<file path="src/rtl/ddr2_init_pkg.sv">
package ddr2_init_pkg;

  typedef enum logic [3:0] {
    CMD_MRS = 4'b0000,
    CMD_REF = 4'b0001,
    CMD_PRE = 4'b0010,
    CMD_NOP = 4'b0111
  } ddr_cmd_e;

  typedef enum logic [1:0] {
    ST_IDLE,
    ST_RUN,
    ST_FIN,
    ST_DONE
  } seq_state_e;

  typedef enum logic [2:0] {
    SRC_ZERO,
    SRC_A10,
    SRC_MR_DLLRST,
    SRC_MR_NORM,
    SRC_EMR2,
    SRC_EMR3,
    SRC_EMR1_OCD_EXIT,
    SRC_EMR1_OCD_DFLT
  } addr_src_e;

  typedef enum logic [2:0] {
    W_MRD,
    W_LONG,
    W_RP,
    W_RFC,
    W_DLL
  } wait_e;

  localparam int NUM_STEPS = 13;
  localparam int STEP_W    = $clog2(NUM_STEPS);

  typedef struct packed {
    ddr_cmd_e  cmd;
    logic [1:0] ba;
    addr_src_e src;
    wait_e     wt;
    logic      cke_on;
    logic      last;
  } step_t;

  function automatic step_t step_lut(input logic [STEP_W-1:0] idx);
    step_t s;
    s.cmd    = CMD_NOP;
    s.ba     = 2'b00;
    s.src    = SRC_ZERO;
    s.wt     = W_MRD;
    s.cke_on = 1'b0;
    s.last   = 1'b0;
    case (idx)
      4'd0: ;
      4'd1: begin s.cke_on = 1'b1; s.wt = W_LONG; end
      4'd2: begin s.cmd = CMD_PRE; s.src = SRC_A10; s.wt = W_LONG; end
      4'd3: begin s.cmd = CMD_MRS; s.ba = 2'b10; s.src = SRC_EMR2; end
      4'd4: begin s.cmd = CMD_MRS; s.ba = 2'b11; s.src = SRC_EMR3; end
      4'd5: begin s.cmd = CMD_MRS; s.ba = 2'b01; s.src = SRC_EMR1_OCD_EXIT; s.wt = W_DLL; end
      4'd6: begin s.cmd = CMD_MRS; s.src = SRC_MR_DLLRST; end
      4'd7: begin s.cmd = CMD_PRE; s.src = SRC_A10; s.wt = W_RP; end
      4'd8: begin s.cmd = CMD_REF; s.wt = W_RFC; end
      4'd9: begin s.cmd = CMD_REF; s.wt = W_RFC; end
      4'd10: begin s.cmd = CMD_MRS; s.src = SRC_MR_NORM; end
      4'd11: begin s.cmd = CMD_MRS; s.ba = 2'b01; s.src = SRC_EMR1_OCD_DFLT; end
      4'd12: begin s.cmd = CMD_MRS; s.ba = 2'b01; s.src = SRC_EMR1_OCD_EXIT; s.last = 1'b1; end
      default: ;
    endcase
    return s;
  endfunction

endpackage

</file>
<file path="src/rtl/ddr2_init_step_decode.sv">
module ddr2_init_step_decode
  import ddr2_init_pkg::*;
#(
  parameter int ADDR_W = 13,
  parameter int BA_W   = 3,
  parameter int CNT_W  = 8,
  parameter int T_MRD  = 2,
  parameter int T_LONG = 54,
  parameter int T_RP   = 2,
  parameter int T_RFC  = 14,
  parameter int T_DLL  = 200
) (
  input  logic [STEP_W-1:0] step_i,
  input  logic [ADDR_W-1:0] mr_i,
  input  logic [ADDR_W-1:0] emr1_i,
  input  logic [ADDR_W-1:0] emr2_i,
  input  logic [ADDR_W-1:0] emr3_i,
  output ddr_cmd_e          cmd_o,
  output logic [BA_W-1:0]   ba_o,
  output logic [ADDR_W-1:0] addr_o,
  output logic [CNT_W-1:0]  wait_o,
  output logic              cke_on_o,
  output logic              last_o
);

  localparam int DLL_RST_BIT = 8;
  localparam int OCD_LSB     = 7;
  localparam int A10_BIT     = 10;

  step_t s;

  always_comb begin
    s        = step_lut(step_i);
    cmd_o    = s.cmd;
    ba_o     = BA_W'(s.ba);
    cke_on_o = s.cke_on;
    last_o   = s.last;
  end

  always_comb begin
    addr_o = '0;
    case (s.src)
      SRC_A10:       addr_o[A10_BIT] = 1'b1;
      SRC_MR_DLLRST: begin addr_o = mr_i; addr_o[DLL_RST_BIT] = 1'b1; end
      SRC_MR_NORM:   begin addr_o = mr_i; addr_o[DLL_RST_BIT] = 1'b0; end
      SRC_EMR2:      addr_o = emr2_i;
      SRC_EMR3:      addr_o = emr3_i;
      SRC_EMR1_OCD_EXIT: begin addr_o = emr1_i; addr_o[OCD_LSB+:3] = 3'b000; end
      SRC_EMR1_OCD_DFLT: begin addr_o = emr1_i; addr_o[OCD_LSB+:3] = 3'b111; end
      default:       addr_o = '0;
    endcase
  end

  always_comb begin
    case (s.wt)
      W_LONG:  wait_o = CNT_W'(T_LONG);
      W_RP:    wait_o = CNT_W'(T_RP);
      W_RFC:   wait_o = CNT_W'(T_RFC);
      W_DLL:   wait_o = CNT_W'(T_DLL);
      default: wait_o = CNT_W'(T_MRD);
    endcase
  end

endmodule

</file>
<file path="src/rtl/ddr2_init_gap_timer.sv">
module ddr2_init_gap_timer #(
  parameter int CNT_W = 8
) (
  input  logic             clk_i,
  input  logic             rst_ni,
  input  logic             load_i,
  input  logic [CNT_W-1:0] load_val_i,
  output logic             expire_o
);

  logic [CNT_W-1:0] cnt_q;

  always_ff @(posedge clk_i or negedge rst_ni) begin
    if (!rst_ni)             cnt_q <= '0;
    else if (load_i)         cnt_q <= load_val_i;
    else if (cnt_q != '0)    cnt_q <= cnt_q - CNT_W'(1);
  end

  // next command is due at the edge where one cycle remains
  assign expire_o = (cnt_q == CNT_W'(1));

endmodule

</file>
<file path="src/rtl/ddr2_init_refresh_timer.sv">
module ddr2_init_refresh_timer #(
  parameter int REF_INTERVAL = 300
) (
  input  logic clk_i,
  input  logic rst_ni,
  input  logic en_i,
  output logic req_o
);

  localparam int RW = $clog2(REF_INTERVAL + 1);
  localparam logic [RW-1:0] RELOAD = RW'(REF_INTERVAL - 1);

  logic [RW-1:0] cnt_q;

  always_ff @(posedge clk_i or negedge rst_ni) begin
    if (!rst_ni) begin
      cnt_q <= RELOAD;
      req_o <= 1'b0;
    end else if (!en_i) begin
      cnt_q <= RELOAD;
      req_o <= 1'b0;
    end else if (cnt_q == '0) begin
      cnt_q <= RELOAD;
      req_o <= 1'b1;
    end else begin
      cnt_q <= cnt_q - RW'(1);
      req_o <= 1'b0;
    end
  end

endmodule

</file>
<file path="src/rtl/ddr2_init_seq.sv">
module ddr2_init_seq
  import ddr2_init_pkg::*;
#(
  parameter int ADDR_W        = 13,
  parameter int BA_W          = 3,
  parameter int CLK_PERIOD_PS = 7500,
  parameter int T_LONG_PS     = 400000,
  parameter int T_MRD         = 2,
  parameter int T_RP          = 2,
  parameter int T_RFC         = 14,
  parameter int T_DLL         = 200,
  parameter int REF_INTERVAL  = 300
) (
  input  logic              clk_i,
  input  logic              rst_ni,
  input  logic              start_i,
  input  logic [ADDR_W-1:0] mr_i,
  input  logic [ADDR_W-1:0] emr1_i,
  input  logic [ADDR_W-1:0] emr2_i,
  input  logic [ADDR_W-1:0] emr3_i,
  output logic              cke_o,
  output logic              cs_n_o,
  output logic              ras_n_o,
  output logic              cas_n_o,
  output logic              we_n_o,
  output logic [BA_W-1:0]   ba_o,
  output logic [ADDR_W-1:0] addr_o,
  output logic              init_done_o,
  output logic              ref_req_o
);

  localparam int T_LONG = (T_LONG_PS + CLK_PERIOD_PS - 1) / CLK_PERIOD_PS;
  localparam int M1 = (T_MRD > T_LONG) ? T_MRD : T_LONG;
  localparam int M2 = (T_RP  > M1)     ? T_RP  : M1;
  localparam int M3 = (T_RFC > M2)     ? T_RFC : M2;
  localparam int MAX_WAIT = (T_DLL > M3) ? T_DLL : M3;
  localparam int CNT_W = $clog2(MAX_WAIT + 1);

  seq_state_e        state_q;
  logic [STEP_W-1:0] step_q, nxt_idx;
  ddr_cmd_e          cmd_q, dec_cmd;
  logic [BA_W-1:0]   ba_q, dec_ba;
  logic [ADDR_W-1:0] addr_q, dec_addr;
  logic [CNT_W-1:0]  dec_wait;
  logic              dec_cke_on, dec_last;
  logic              gap_expire, issue;

  assign nxt_idx = (state_q == ST_IDLE) ? '0 : step_q + STEP_W'(1);
  assign issue   = ((state_q == ST_IDLE) && start_i) ||
                   ((state_q == ST_RUN) && gap_expire);

  ddr2_init_step_decode #(
    .ADDR_W(ADDR_W), .BA_W(BA_W), .CNT_W(CNT_W),
    .T_MRD(T_MRD), .T_LONG(T_LONG), .T_RP(T_RP), .T_RFC(T_RFC), .T_DLL(T_DLL)
  ) u_dec (
    .step_i  (nxt_idx),
    .mr_i    (mr_i),
    .emr1_i  (emr1_i),
    .emr2_i  (emr2_i),
    .emr3_i  (emr3_i),
    .cmd_o   (dec_cmd),
    .ba_o    (dec_ba),
    .addr_o  (dec_addr),
    .wait_o  (dec_wait),
    .cke_on_o(dec_cke_on),
    .last_o  (dec_last)
  );

  ddr2_init_gap_timer #(.CNT_W(CNT_W)) u_gap (
    .clk_i     (clk_i),
    .rst_ni    (rst_ni),
    .load_i    (issue),
    .load_val_i(dec_wait),
    .expire_o  (gap_expire)
  );

  always_ff @(posedge clk_i or negedge rst_ni) begin
    if (!rst_ni) begin
      state_q     <= ST_IDLE;
      step_q      <= '0;
      cmd_q       <= CMD_NOP;
      ba_q        <= '0;
      addr_q      <= '0;
      cke_o       <= 1'b0;
      init_done_o <= 1'b0;
    end else begin
      cmd_q  <= CMD_NOP;
      ba_q   <= '0;
      addr_q <= '0;
      if (issue) begin
        step_q <= nxt_idx;
        cmd_q  <= dec_cmd;
        ba_q   <= dec_ba;
        addr_q <= dec_addr;
        if (dec_cke_on) cke_o <= 1'b1;
      end
      case (state_q)
        ST_IDLE: if (issue) state_q <= ST_RUN;
        ST_RUN:  if (issue && dec_last) state_q <= ST_FIN;
        ST_FIN: begin
          init_done_o <= 1'b1;
          state_q     <= ST_DONE;
        end
        default: state_q <= ST_DONE;
      endcase
    end
  end

  assign {cs_n_o, ras_n_o, cas_n_o, we_n_o} = cmd_q;
  assign ba_o   = ba_q;
  assign addr_o = addr_q;

  ddr2_init_refresh_timer #(.REF_INTERVAL(REF_INTERVAL)) u_ref (
    .clk_i (clk_i),
    .rst_ni(rst_ni),
    .en_i  (init_done_o),
    .req_o (ref_req_o)
  );

endmodule

</file>
<file path="config.mk">
export PLATFORM = sky130hd
export DESIGN_NAME = ddr2_init_seq
export DESIGN_NICKNAME = d
export VERILOG_FILES = /design/src/rtl/ddr2_init_pkg.sv /design/src/rtl/ddr2_init_step_decode.sv /design/src/rtl/ddr2_init_gap_timer.sv /design/src/rtl/ddr2_init_refresh_timer.sv /design/src/rtl/ddr2_init_seq.sv
export SDC_FILE = /design/constraint.sdc
export NUM_CORES = 1
export LEC_CHECK = 0
export BUFFER_PORTS_ARGS = -buffer_cell sky130_fd_sc_hd__clkbuf_2
export CORE_MARGIN = 5
export CORE_UTILIZATION = 53
export DETAILED_ROUTE_END_ITERATION = 7
export PLACE_DENSITY = 0.85
export RECOVER_POWER = 50
export SYNTH_ARGS = -nofsm -noshare
export SYNTH_HDL_FRONTEND = slang
export SYNTH_HIERARCHICAL = 1
export SYNTH_SLANG_ARGS = --single-unit
</file>
<file path="constraint.sdc">
create_clock -name clk_i -period 3.1 [get_ports clk_i]
set_input_delay 0.465 -clock clk_i [delete_from_list [all_inputs] [get_ports clk_i]]
set_output_delay 0.465 -clock clk_i [all_outputs]
set_load 0.02 [all_outputs]
</file>
==> out/metrics.csv, run 1 <==
metric,value,unit
Final #Nets,442,
PostCTS Resize Cnt,0,
Reg power frac,27.1,%
Setup Skew,0.00594,ns
"EDFF count, synth",0,
internal power,1.68,mW
vias in the first global route,2596,
endpoints failing setup,0,
Yosys warning count,6,
Final Hold Vio Count,0,
area of the mapped netlist,0.00300,mm^2
crit path launch type,flop,
Final Util,62.2,%
Clk pwr share,12.6,%
leakage,1.55,nW
NetSw,1.41,mW
initial antenna violation count,0,
"Remaining Overflow, GRT",0,
"Period Utilization, post-route",81.2,%
DRC,0,
Num CTS Buffers,5,
# diodes,0,
First DRT Iteration DRCs,160,
Die Area,0.00725,mm^2
Die Y,85.2,um
Post-synth ARST share,100,%
Yosys top cell by area,dfrtp_1,
Mapped Avg Cell Area,9.39,um^2
area delta synth->final,14.4,%
post-CTS setup buffers,0,
Combinational Power Share,60.3,%
Slew Limit Fails,0,
Hold Crit Class,input port to async pin,
Clock Latency Late Sink,0.30,ns
RSZ-0062 raised after global routing,no,
GP Congestion,0.854,
fin cells,455,
Worst VDD drop,0.000673,V
Period minus WS final,2.52,ns
Power Dens Cells,904,mW/mm^2
core box area,0.00551,mm^2
CTS tree,built,
fmax,0.397,GHz
Final HPWL DP,4730,um
layout cells sized above 1,30.8,%
"CTS clk-pin slew, worst paths",0.09,ns
"CP delay by family, top",simple AND/OR/NAND/NOR gates,
"Max FO, Critical Path",15,
total clock sinks,46,
Tot GR Track Use,18.9,%
maximum number of pins on one net before global-route repair,28,
post-synthesis register bit count,46,
first-pass GRT wire length,11400,um
CP cell instances,"nor2_1, nor2_2, buf_4, xnor2_1, nor3_1, inv_1, a221oi_1",
clk root buf,clkbuf_8,
Main synth FF type,dfrtp_1,
worst path required time,3.30,ns
number of buffers on the longest clock path,2,
I/O pins,78,
Initial Utilization,54.4,%
sw frac,45.6,%
ANT nets after route,0,
CTS H-tree depth,2,
routed vias,2614,
setup TNS,0,ns
maxcap violations,0,
Synth cell types,64,
Placed Cells,447,
area fraction of the dominant cell type after synthesis,31.7,%
WP buf/inv,2,
Worst setup EP type,flop,
Synth area leaders,"dfrtp_1 (32%), dfstp_2 (7.0%), nand2_1 (3.6%)",
Post-CTS Hold Fix Bufs,0,
CP peak stage delay,0.69,ns
"slowest stage cell, crit path",nor2_2,
IO Port Bufs,73,
relative max-transition margin,4.66,%
status,completed,
Slew @ Worst Pin,1.43,ns
Critical Path AT,2.72,ns
sequential area share after synthesis,38.8,%
TritonRoute pass-1 iters,4,
Site Rows,27,
Post-Route WL,6470,um
Post-Syn Instances,319,
CP Class,flop to flop,
Die X,85.2,um
post-DR vias/cell,5.75,
wire per inst,14.2,um
-- per-stage QoR --
stage	cell area [um^2]	total power [mW]	hold WS, ns	worst slack (ns)
floorplan	3000	2.41	0.169	0.236
global placement	3350	2.65	0.446	0.689
CTS	3440	3.09	0.208	0.595
detailed placement	3350	2.69	0.466	0.621
global route	3430	3.37	0.495	0.319
finish	3430	3.10	0.482	0.582
-- flip-flops by register name, summed over array words and instances (netlist names) --
register / flops
addr_o: 13
u_ref/cnt_q: 9
u_gap/cnt_q: 8
cmd_q: 4
step_q: 4
ba_o: 3
state_q: 2
cke_o: 1
init_done_o: 1
u_ref/req_o: 1
-- logic make-up after synthesis --
logic type | synth area share [%]
XOR/XNOR | 2.30
buffers and inverters | 8.10
other | 0.125
multiplexers | 5.22
AND/OR/NAND/NOR | 22.5
flip-flops | 38.8
AO/OA/AOI/OAI | 20.9
adder cells (fa/ha/maj) | 2.09
-- metal layers --
layer / up-vias / routed length (um) / track usage (%)
li1: 1284 / - / -
met1: 1223 / 2880 / 25.0
met2: 100 / 3060 / 30.6
met3: 7 / 450 / 4.66
met4: 0 / 73 / 5.47
met5: - / 0 / 0
-- cells in the final DEF (no fill, tap or decap), drive strengths merged, types with 4 or more instances in the layout --
cell	count
or4	5
xnor2	5
o21ai	13
and2	18
mux2	10
ha	5
nor2b	5
nor3	7
dfrtp	38
o31ai	7
a21o	5
o211ai	10
dfstp	8
nand2	29
mux2i	4
nand2b	10
clkbuf	80
a32oi	10
inv	14
nand3	4
a22oi	8
a31oi	5
buf	9
nor2	18
a21oi	11
-- synthesized netlist by cell type, types with 2 or more instances --
cell type	instances
o22ai_1	3
nor4_1	3
o31ai_1	7
a21oi_1	10
buf_6	5
o2111ai_1	3
and2_2	7
a22o_1	2
or3_1	3
a21o_1	4
or4_4	2
buf_4	9
clkbuf_1	7
nand2_1	29
o211ai_1	10
o21ai_1	4
a22oi_1	8
a32oi_1	10
nor2_1	18
and2_1	11
dfstp_2	8
o21ai_0	9
nand3_1	4
xnor2_1	5
inv_1	13
nor2b_1	5
a221oi_1	2
nor3_1	7
or4_1	3
a31oi_1	5
mux2_2	9
mux2i_1	4
ha_1	5
buf_2	8
nand2b_1	9
nor4b_1	2
dfrtp_1	38
nor3b_2	2
-- area by class of cell --
cell class                      count  area, um^2
Tap cell                           72        90.1
Inverter                           14        52.6
Sequential cell                    46        1160
Clock buffer                        6        82.6
Fill cell                         441        2080
Multi-Input combinational cell    232        1600
Timing Repair Buffer               83         425
Clock inverter                      2        12.5
-- worst paths after layout --
path | slack, ns | from | end | depth (start not counted)
worst min register to register | 0.49 | cke_o | cke_o | 1
max in group asynchronous | 1.04 | rst_ni | u_gap/cnt_q[0] | 2
min in group clk_i | 0.49 | cke_o | cke_o | 1
worst min-delay path | 0.48 | rst_ni | u_ref/cnt_q[2] | 1
worst max register to register | 0.58 | state_q[1] | u_gap/cnt_q[5] | 7
worst max-delay path | 0.58 | state_q[1] | u_gap/cnt_q[5] | 7
-- power groups by stage --
stage / Clock [mW] / Sequential (mW) / Combinational (mW)
after floorplan: 0 / 0.817 / 1.59
after global placement: 0 / 0.840 / 1.81
after detailed placement: 0 / 0.848 / 1.85
after CTS: 0.400 / 0.836 / 1.86
after global routing: 0.427 / 0.857 / 2.09
final: 0.391 / 0.839 / 1.87
(Power assumes the default switching activity.)
==> run 2: changes to the inputs <==
--- a/config.mk
+++ b/config.mk
@@ -5,11 +5,12 @@
 export SDC_FILE = /design/constraint.sdc
 export NUM_CORES = 1
 export LEC_CHECK = 0
+export ABC_AREA = 1
 export BUFFER_PORTS_ARGS = -buffer_cell sky130_fd_sc_hd__clkbuf_2
 export CORE_MARGIN = 5
-export CORE_UTILIZATION = 53
+export CORE_UTILIZATION = 47
 export DETAILED_ROUTE_END_ITERATION = 7
-export PLACE_DENSITY = 0.85
+export PLACE_DENSITY = 0.81
 export RECOVER_POWER = 50
 export SYNTH_ARGS = -nofsm -noshare
 export SYNTH_HDL_FRONTEND = slang
==> constraint.sdc (replaced) <==
create_clock -name clk_i -period 2.1 [get_ports clk_i]
set_input_delay 0.315 -clock clk_i [delete_from_list [all_inputs] [get_ports clk_i]]
set_output_delay 0.315 -clock clk_i [all_outputs]
set_load 0.02 [all_outputs]
==> out/metrics.csv, run 2 <==
metric,value,unit,change
status,completed,,
Yosys warning count,6,,unchanged
CP endpoint,addr_o[6],,
Final Cell Area,0.00337,mm^2,-1.7%
layout cells sized above 1,28.2,%,-2.6 points
GP Congestion,0.835,,-2.2%
Tot GR Track Use,18.2,%,-0.65 points
First DRT Iteration DRCs,63,,-61%
I/O pins,78,,unchanged
post-DR vias/cell,4.88,,-15%
Die Y,86.8,um,+1.9%
Main synth FF type,dfrtp_1,,
IO Port Bufs,73,,unchanged
initial antenna violation count,0,,unchanged
maxcap violations,0,,unchanged
Num CTS Buffers,5,,unchanged
area of the mapped netlist,0.00277,mm^2,-7.4%
CP most frequent cell,nor2_1,,
Hold Crit Class,input port to flop,,
sw frac,32.7,%,-13 points
crit path launch type,flop,,
worst path required time,2.28,ns,-1.02 ns
"Remaining Overflow, GRT",0,,unchanged
post-CTS setup buffers,0,,unchanged
Worst setup EP type,flop,,
Post-synth ARST share,100,%,unchanged
"Max FO, Critical Path",9,,-6
total clock sinks,46,,unchanged
Die X,86.8,um,+1.9%
"slowest stage cell, crit path",dfrtp_1,,
number of buffers on the longest clock path,2,,unchanged
NetSw,754,uW,-47%
Yosys top cell by area,dfrtp_1,,
Worst path depth,14,,+7
fmax,0.522,GHz,+31%
WP buf/inv,4,,+2
Power Dens Cells,684,mW/mm^2,-24%
area fraction of the dominant cell type after synthesis,34.3,%,+2.5 points
Placed Cells,516,,+15%
Synth area leaders,"dfrtp_1 (34%), nand2_1 (14%), dfstp_2 (7.6%)",,
Final Hold Vio Count,0,,unchanged
"commonest non-fill, non-tap cell in the layout",nand2_1,,
"CTS clk-pin slew, worst paths",0.10,ns,about the same
wire per inst,11.8,um,-17%
endpoints failing setup,0,,unchanged
vias in the first global route,2635,,+1.5%
routed vias,2560,,-2.1%
min-delay src,emr1_i[11],,
Post-Syn Instances,368,,+15%
Filler cells,527,,+20%
R2R setup slack,0.18,ns,-0.40 ns
ANT nets after route,0,,unchanged
Site Rows,28,,+3.7%
post-synthesis register bit count,46,,unchanged
Period minus WS final,1.92,ns,-0.602 ns
Synth cell types,33,,-48%
Slew Limit Fails,0,,unchanged
Reg power frac,45.1,%,+18 points
clk root buf,clkbuf_8,,
CTS H-tree depth,2,,unchanged
Reg area,0.00116,mm^2,unchanged
area delta synth->final,21.4,%,
total power,2.30,mW,-26%
DRC,0,,unchanged
fin cells,525,,+15%
Placed Area,0.00323,mm^2,-3.4%
Mapped Avg Cell Area,7.54,um^2,-20%
Critical Path AT,2.10,ns,-0.62 ns
leakage,1.78,nW,+15%
internal power,1.55,mW,-8.0%
core box area,0.00582,mm^2,+5.6%
"Period Utilization, post-route",91.2,%,+10 points
first-pass GRT wire length,11000,um,-3.3%
CP cell instances,"ha_1, nor2_1, nor2_1, nand2_1, inv_2, nand2_4, inv_2, nand2_4, nand3_2, buf_12, nand2_1, nand4_1, inv_1, nor2_1",,
r2r startpoint,step_q[1],,
Worst VDD drop,0.000331,V,-51%
footprint of the multi-input gates,0.00131,mm^2,-18%
"CP delay by family, top",simple AND/OR/NAND/NOR gates,,
# diodes,0,,unchanged
maximum number of pins on one net before global-route repair,27,,-3.6%
setup TNS,0,ns,unchanged
TritonRoute pass-1 iters,4,,unchanged
CP peak stage delay,0.43,ns,-0.26 ns
Setup Skew,0.00722,ns,+0.00128 ns
Die Area,0.00754,mm^2,+3.9%
reg2reg path depth,14,,+7
Clk pwr share,29.9,%,+17 points
Final #Nets,509,,+15%
CTS tree,built,,
most frequent cell after synthesis,nand2_1,,
crit path from,step_q[1],,
Slew @ Worst Pin,1.16,ns,-0.266 ns
CP Class,flop to flop,,
Setup WS post-layout,0.184,ns,-0.398 ns
DP Worst Slack,0.113,ns,-0.508 ns
"EDFF count, synth",0,,unchanged
Largest register FFs,13,,unchanged
Post-Route WL,6200,um,-4.2%
Clock Latency Late Sink,0.30,ns,about the same
Combinational Power Share,25.0,%,-35 points
RR Endpoint,addr_o[6],,
relative max-transition margin,22.4,%,+18 points
Initial Utilization,47.7,%,-6.7 points
most frequent cells in the layout,"nand2_1 (106), clkbuf_2 (56), inv_1 (51), nor2_1 (51), dfrtp_1 (38)",,
Final HPWL DP,4980,um,+5.2%
Post-synth top cells,"nand2_1 (107), inv_1 (52), nor2_1 (52)",,
sequential area share after synthesis,41.9,%,+3.1 points
[run 2: cell types whose count changed after synthesis, moves of 9 or more]
cell,change
nand2_1,+78
inv_1,+39
nor2_1,+34
nand4_1,+16
and2_1,-11
a32oi_1,-10
o211ai_1,-10
mux2_2,-9
nand2b_1,-9
[run 2: what timing repair did]
| item | CTS | global route |
|---|---|---|
| hold endpoints to repair | 20 | 0 |
| resized for setup | 0 | 8 |
| hold buffers | 1 | 0 |
| endpoints found under the setup margin | 0 | 16 |
[run 2: worst min path at each step]
stage | depth (start not counted) | to | slack [ns]
6_report | 5 | addr_o[11] | 0.32
3_3_place_gp | 1 | cmd_q[3] | 0.32
4_1_cts | 5 | addr_o[11] | 0.33
5_1_grt | 5 | addr_o[2] | 0.36
3_5_place_dp | 1 | ba_o[2] | 0.32
2_1_floorplan | 0 | addr_o[0] | 0.02
[run 2: worst reg2reg max path: stages, from the launching register on]
cell and delay, ns:
dfrtp_1 0.43, ha_1 0.22, nor2_1 0.10, nor2_1 0.04, nand2_1 0.11, inv_2 0.08, nand2_4 0.11, inv_2 0.06
nand2_4 0.09, nand3_2 0.13, buf_12 0.17, nand2_1 0.06, nand4_1 0.08, inv_1 0.06, nor2_1 0.04
[run 2: stage by stage]
step                util [%]  hold slack, ns
detailed placement      55.6           0.321
global route            57.9           0.359
CTS                     57.8           0.327
finish                  57.9           0.325
floorplan                  -          0.0194
global placement        55.6           0.320
[run 2: logic make-up (layout without fill, tap and decap cells)]
family | after synthesis | count (layout) | synth area share (%)
AND/OR/NAND/NOR | 222 | 222 | 38.0
XOR/XNOR | 3 | 3 | 0.947
AO/OA/AOI/OAI | 20 | 20 | 4.60
adder cells (fa/ha/maj) | 5 | 5 | 2.26
other | 1 | 3 | 0.135
flip-flops | 46 | 46 | 41.9
buffers and inverters | 71 | 151 | 12.2
[run 2: power by group through the flow]
stage	sequential, mW	combinational (mW)	clock (mW)
5_1_grt	1.05	0.656	0.747
3_5_place_dp	1.05	0.573	0
4_1_cts	1.04	0.578	0.701
2_1_floorplan	1.04	0.431	0
3_3_place_gp	1.05	0.544	0
6_report	1.04	0.575	0.688
[run 2: layout make-up]
cell class,instances,share of cell area (%)
clock inverter,3,1.45
sequential,46,34.5
multi-input combinational,253,38.8
tap,75,2.79
inverter,59,6.80
clock buffer,5,2.04
timing repair buffer,84,13.6
[run 2: layer usage]
layer	up-vias	global-route usage (%)	part of all wire, %	routed length (um)
li1	1281	-	-	-
met1	1173	21.3	42	2620
met2	90	31.7	49	3030
met3	16	4.37	6.2	386
met4	0	7.65	2.6	164
met5	-	0	0	0
==> run 3: changes to the inputs <==
==> constraint.sdc (replaced) <==
create_clock -name clk_i -period 2.1 [get_ports clk_i]
set_input_delay 0.315 -clock clk_i [delete_from_list [all_inputs] [get_ports clk_i]]
set_output_delay 0.315 -clock clk_i [all_outputs]
set_load 0.05 [all_outputs]
==> out/metrics.csv, run 3 (synthesized netlist as in run 2, its figures left out) <==
metric,value,unit,change
status,completed,,
First DRT Iteration DRCs,71,,+13%
CTS H-tree depth,2,,unchanged
Final HPWL DP,4980,um,unchanged
DP Worst Slack,0.113,ns,unchanged
Power Dens Cells,683,mW/mm^2,about the same
Worst setup EP type,flop,,
layout cells sized above 1,30.0,%,+1.8 points
Filler cells,522,,-0.95%
Setup Skew,0.00594,ns,-0.00127 ns
Die X,86.8,um,unchanged
Period minus WS final,1.91,ns,-0.00147 ns
Setup WS post-layout,0.186,ns,+0.00147 ns
Die Y,86.8,um,unchanged
endpoints failing setup,0,,unchanged
ANT nets after route,0,,unchanged
number of buffers on the longest clock path,2,,unchanged
maxcap violations,0,,unchanged
clk root buf,clkbuf_8,,
Final #Nets,509,,unchanged
"slowest stage cell, crit path",dfrtp_1,,
CTS tree,built,,
Initial Utilization,47.7,%,unchanged
routed vias,2542,,-0.70%
core box area,0.00582,mm^2,unchanged
Post-Route WL,6220,um,+0.44%
initial antenna violation count,0,,unchanged
CP most frequent cell,nor2_1,,
"CTS clk-pin slew, worst paths",0.09,ns,about the same
Reg area,0.00116,mm^2,unchanged
vias in the first global route,2635,,unchanged
area delta synth->final,21.7,%,
Largest register FFs,13,,unchanged
Critical Path AT,2.10,ns,about the same
TritonRoute pass-1 iters,5,,+1
CP peak stage delay,0.43,ns,about the same
GP Congestion,0.835,,unchanged
Worst VDD drop,0.000331,V,+0.14%
"Max FO, Critical Path",9,,unchanged
Die Area,0.00754,mm^2,unchanged
"commonest non-fill, non-tap cell in the layout",nand2_1,,
maximum number of pins on one net before global-route repair,27,,unchanged
post-CTS setup buffers,0,,unchanged
"Remaining Overflow, GRT",0,,unchanged
wire per inst,11.9,um,+0.44%
Tot GR Track Use,18.2,%,unchanged
Site Rows,28,,unchanged
I/O pins,78,,unchanged
"Period Utilization, post-route",91.2,%,about the same
post-DR vias/cell,4.84,,-0.70%
Hold Crit Class,input port to flop,,
Slew Limit Fails,0,,unchanged
total clock sinks,46,,unchanged
CP Class,flop to flop,,
DRC,0,,unchanged
crit path launch type,flop,,
Final Hold Vio Count,0,,unchanged
Final Cell Area,0.00338,mm^2,+0.30%
footprint of the multi-input gates,0.00131,mm^2,unchanged
CP cell instances,"ha_1, nor2_1, nor2_1, nand2_1, inv_2, nand2_4, inv_2, nand2_4, nand3_2, buf_12, nand2_1, nand4_1, inv_1, nor2_1",,
IO Port Bufs,73,,unchanged
Placed Area,0.00323,mm^2,unchanged
relative max-transition margin,22.3,%,-0.13 points
leakage,1.81,nW,+1.6%
Slew @ Worst Pin,1.17,ns,+0.00188 ns
fmax,0.522,GHz,about the same
Clock Latency Late Sink,0.30,ns,about the same
worst path required time,2.29,ns,about the same
first-pass GRT wire length,11000,um,unchanged
most frequent cells in the layout,"nand2_1 (106), clkbuf_2 (64), inv_1 (51), nor2_1 (51), dfrtp_1 (38)",,
Num CTS Buffers,5,,unchanged
# diodes,0,,unchanged
## run 3: cell counts in the layout (fill, tap and decap cells not counted)
Identical to the previous run, type by type.
## run 3: path summary, 6_finish.rpt
path | from | endpoint | slack (ns) | cells after the start
min reg2reg | u_ref/cnt_q[0] | u_ref/cnt_q[0] | 0.47 | 1
min in group asynchronous | rst_ni | ba_o[2] | 0.76 | 2
max in group asynchronous | rst_ni | cmd_q[1] | 0.55 | 3
max | step_q[1] | addr_o[6] | 0.19 | 14
max reg2reg | step_q[1] | addr_o[6] | 0.19 | 14
min | emr1_i[11] | addr_o[11] | 0.32 | 5
## run 3: per-layer routing
metal,global-route usage (%),share of wire (%),vias up
li1,-,-,1280
met1,21.3,43,1169
met2,31.7,48,79
met3,4.37,5.9,14
met4,7.65,2.5,0
met5,0,0,-
## run 3: what timing repair did
| item | in CTS | in global routing |
|---|---|---|
| hold buffers | 1 | 0 |
| hold endpoints to repair | 20 | 0 |
| gates resized for setup | 0 | 8 |
| setup endpoints to repair | 0 | 16 |
## run 3: layout make-up
cell class | count | area share [%]
multi-input combinational | 253 | 38.7
sequential | 46 | 34.4
timing repair buffer | 84 | 13.9
inverter | 59 | 6.78
tap | 75 | 2.78
clock buffer | 5 | 2.04
clock inverter | 3 | 1.44
## run 3: critical path: cells and delay by family, from the launching register on
family / cells / cell delay [ns]
and+or+nand+nor: 9 / 0.76
DFF: 1 / 0.43
buffers and inverters: 4 / 0.37
adders and majority gates: 1 / 0.22
## run 3: stage by stage
step	setup TNS [ns]	hold slack [ns]	total power, mW	instances	utilization (%)
finish	0	0.324	2.31	525	58.1
global route	-0.00953	0.359	2.45	525	58.1
CTS	0	0.327	2.32	525	57.8
detailed placement	0	0.321	1.62	516	55.6
global placement	0	0.320	1.59	516	55.6
floorplan	0	0.0194	1.47	370	-
## run 3: power by group
group / total [mW] / internal (mW) / switching [mW]
Sequential: 1.04 / 0.962 / 0.0774
Clock: 0.691 / 0.363 / 0.328
Combinational: 0.578 / 0.224 / 0.354
Total: 2.31 / 1.55 / 0.759
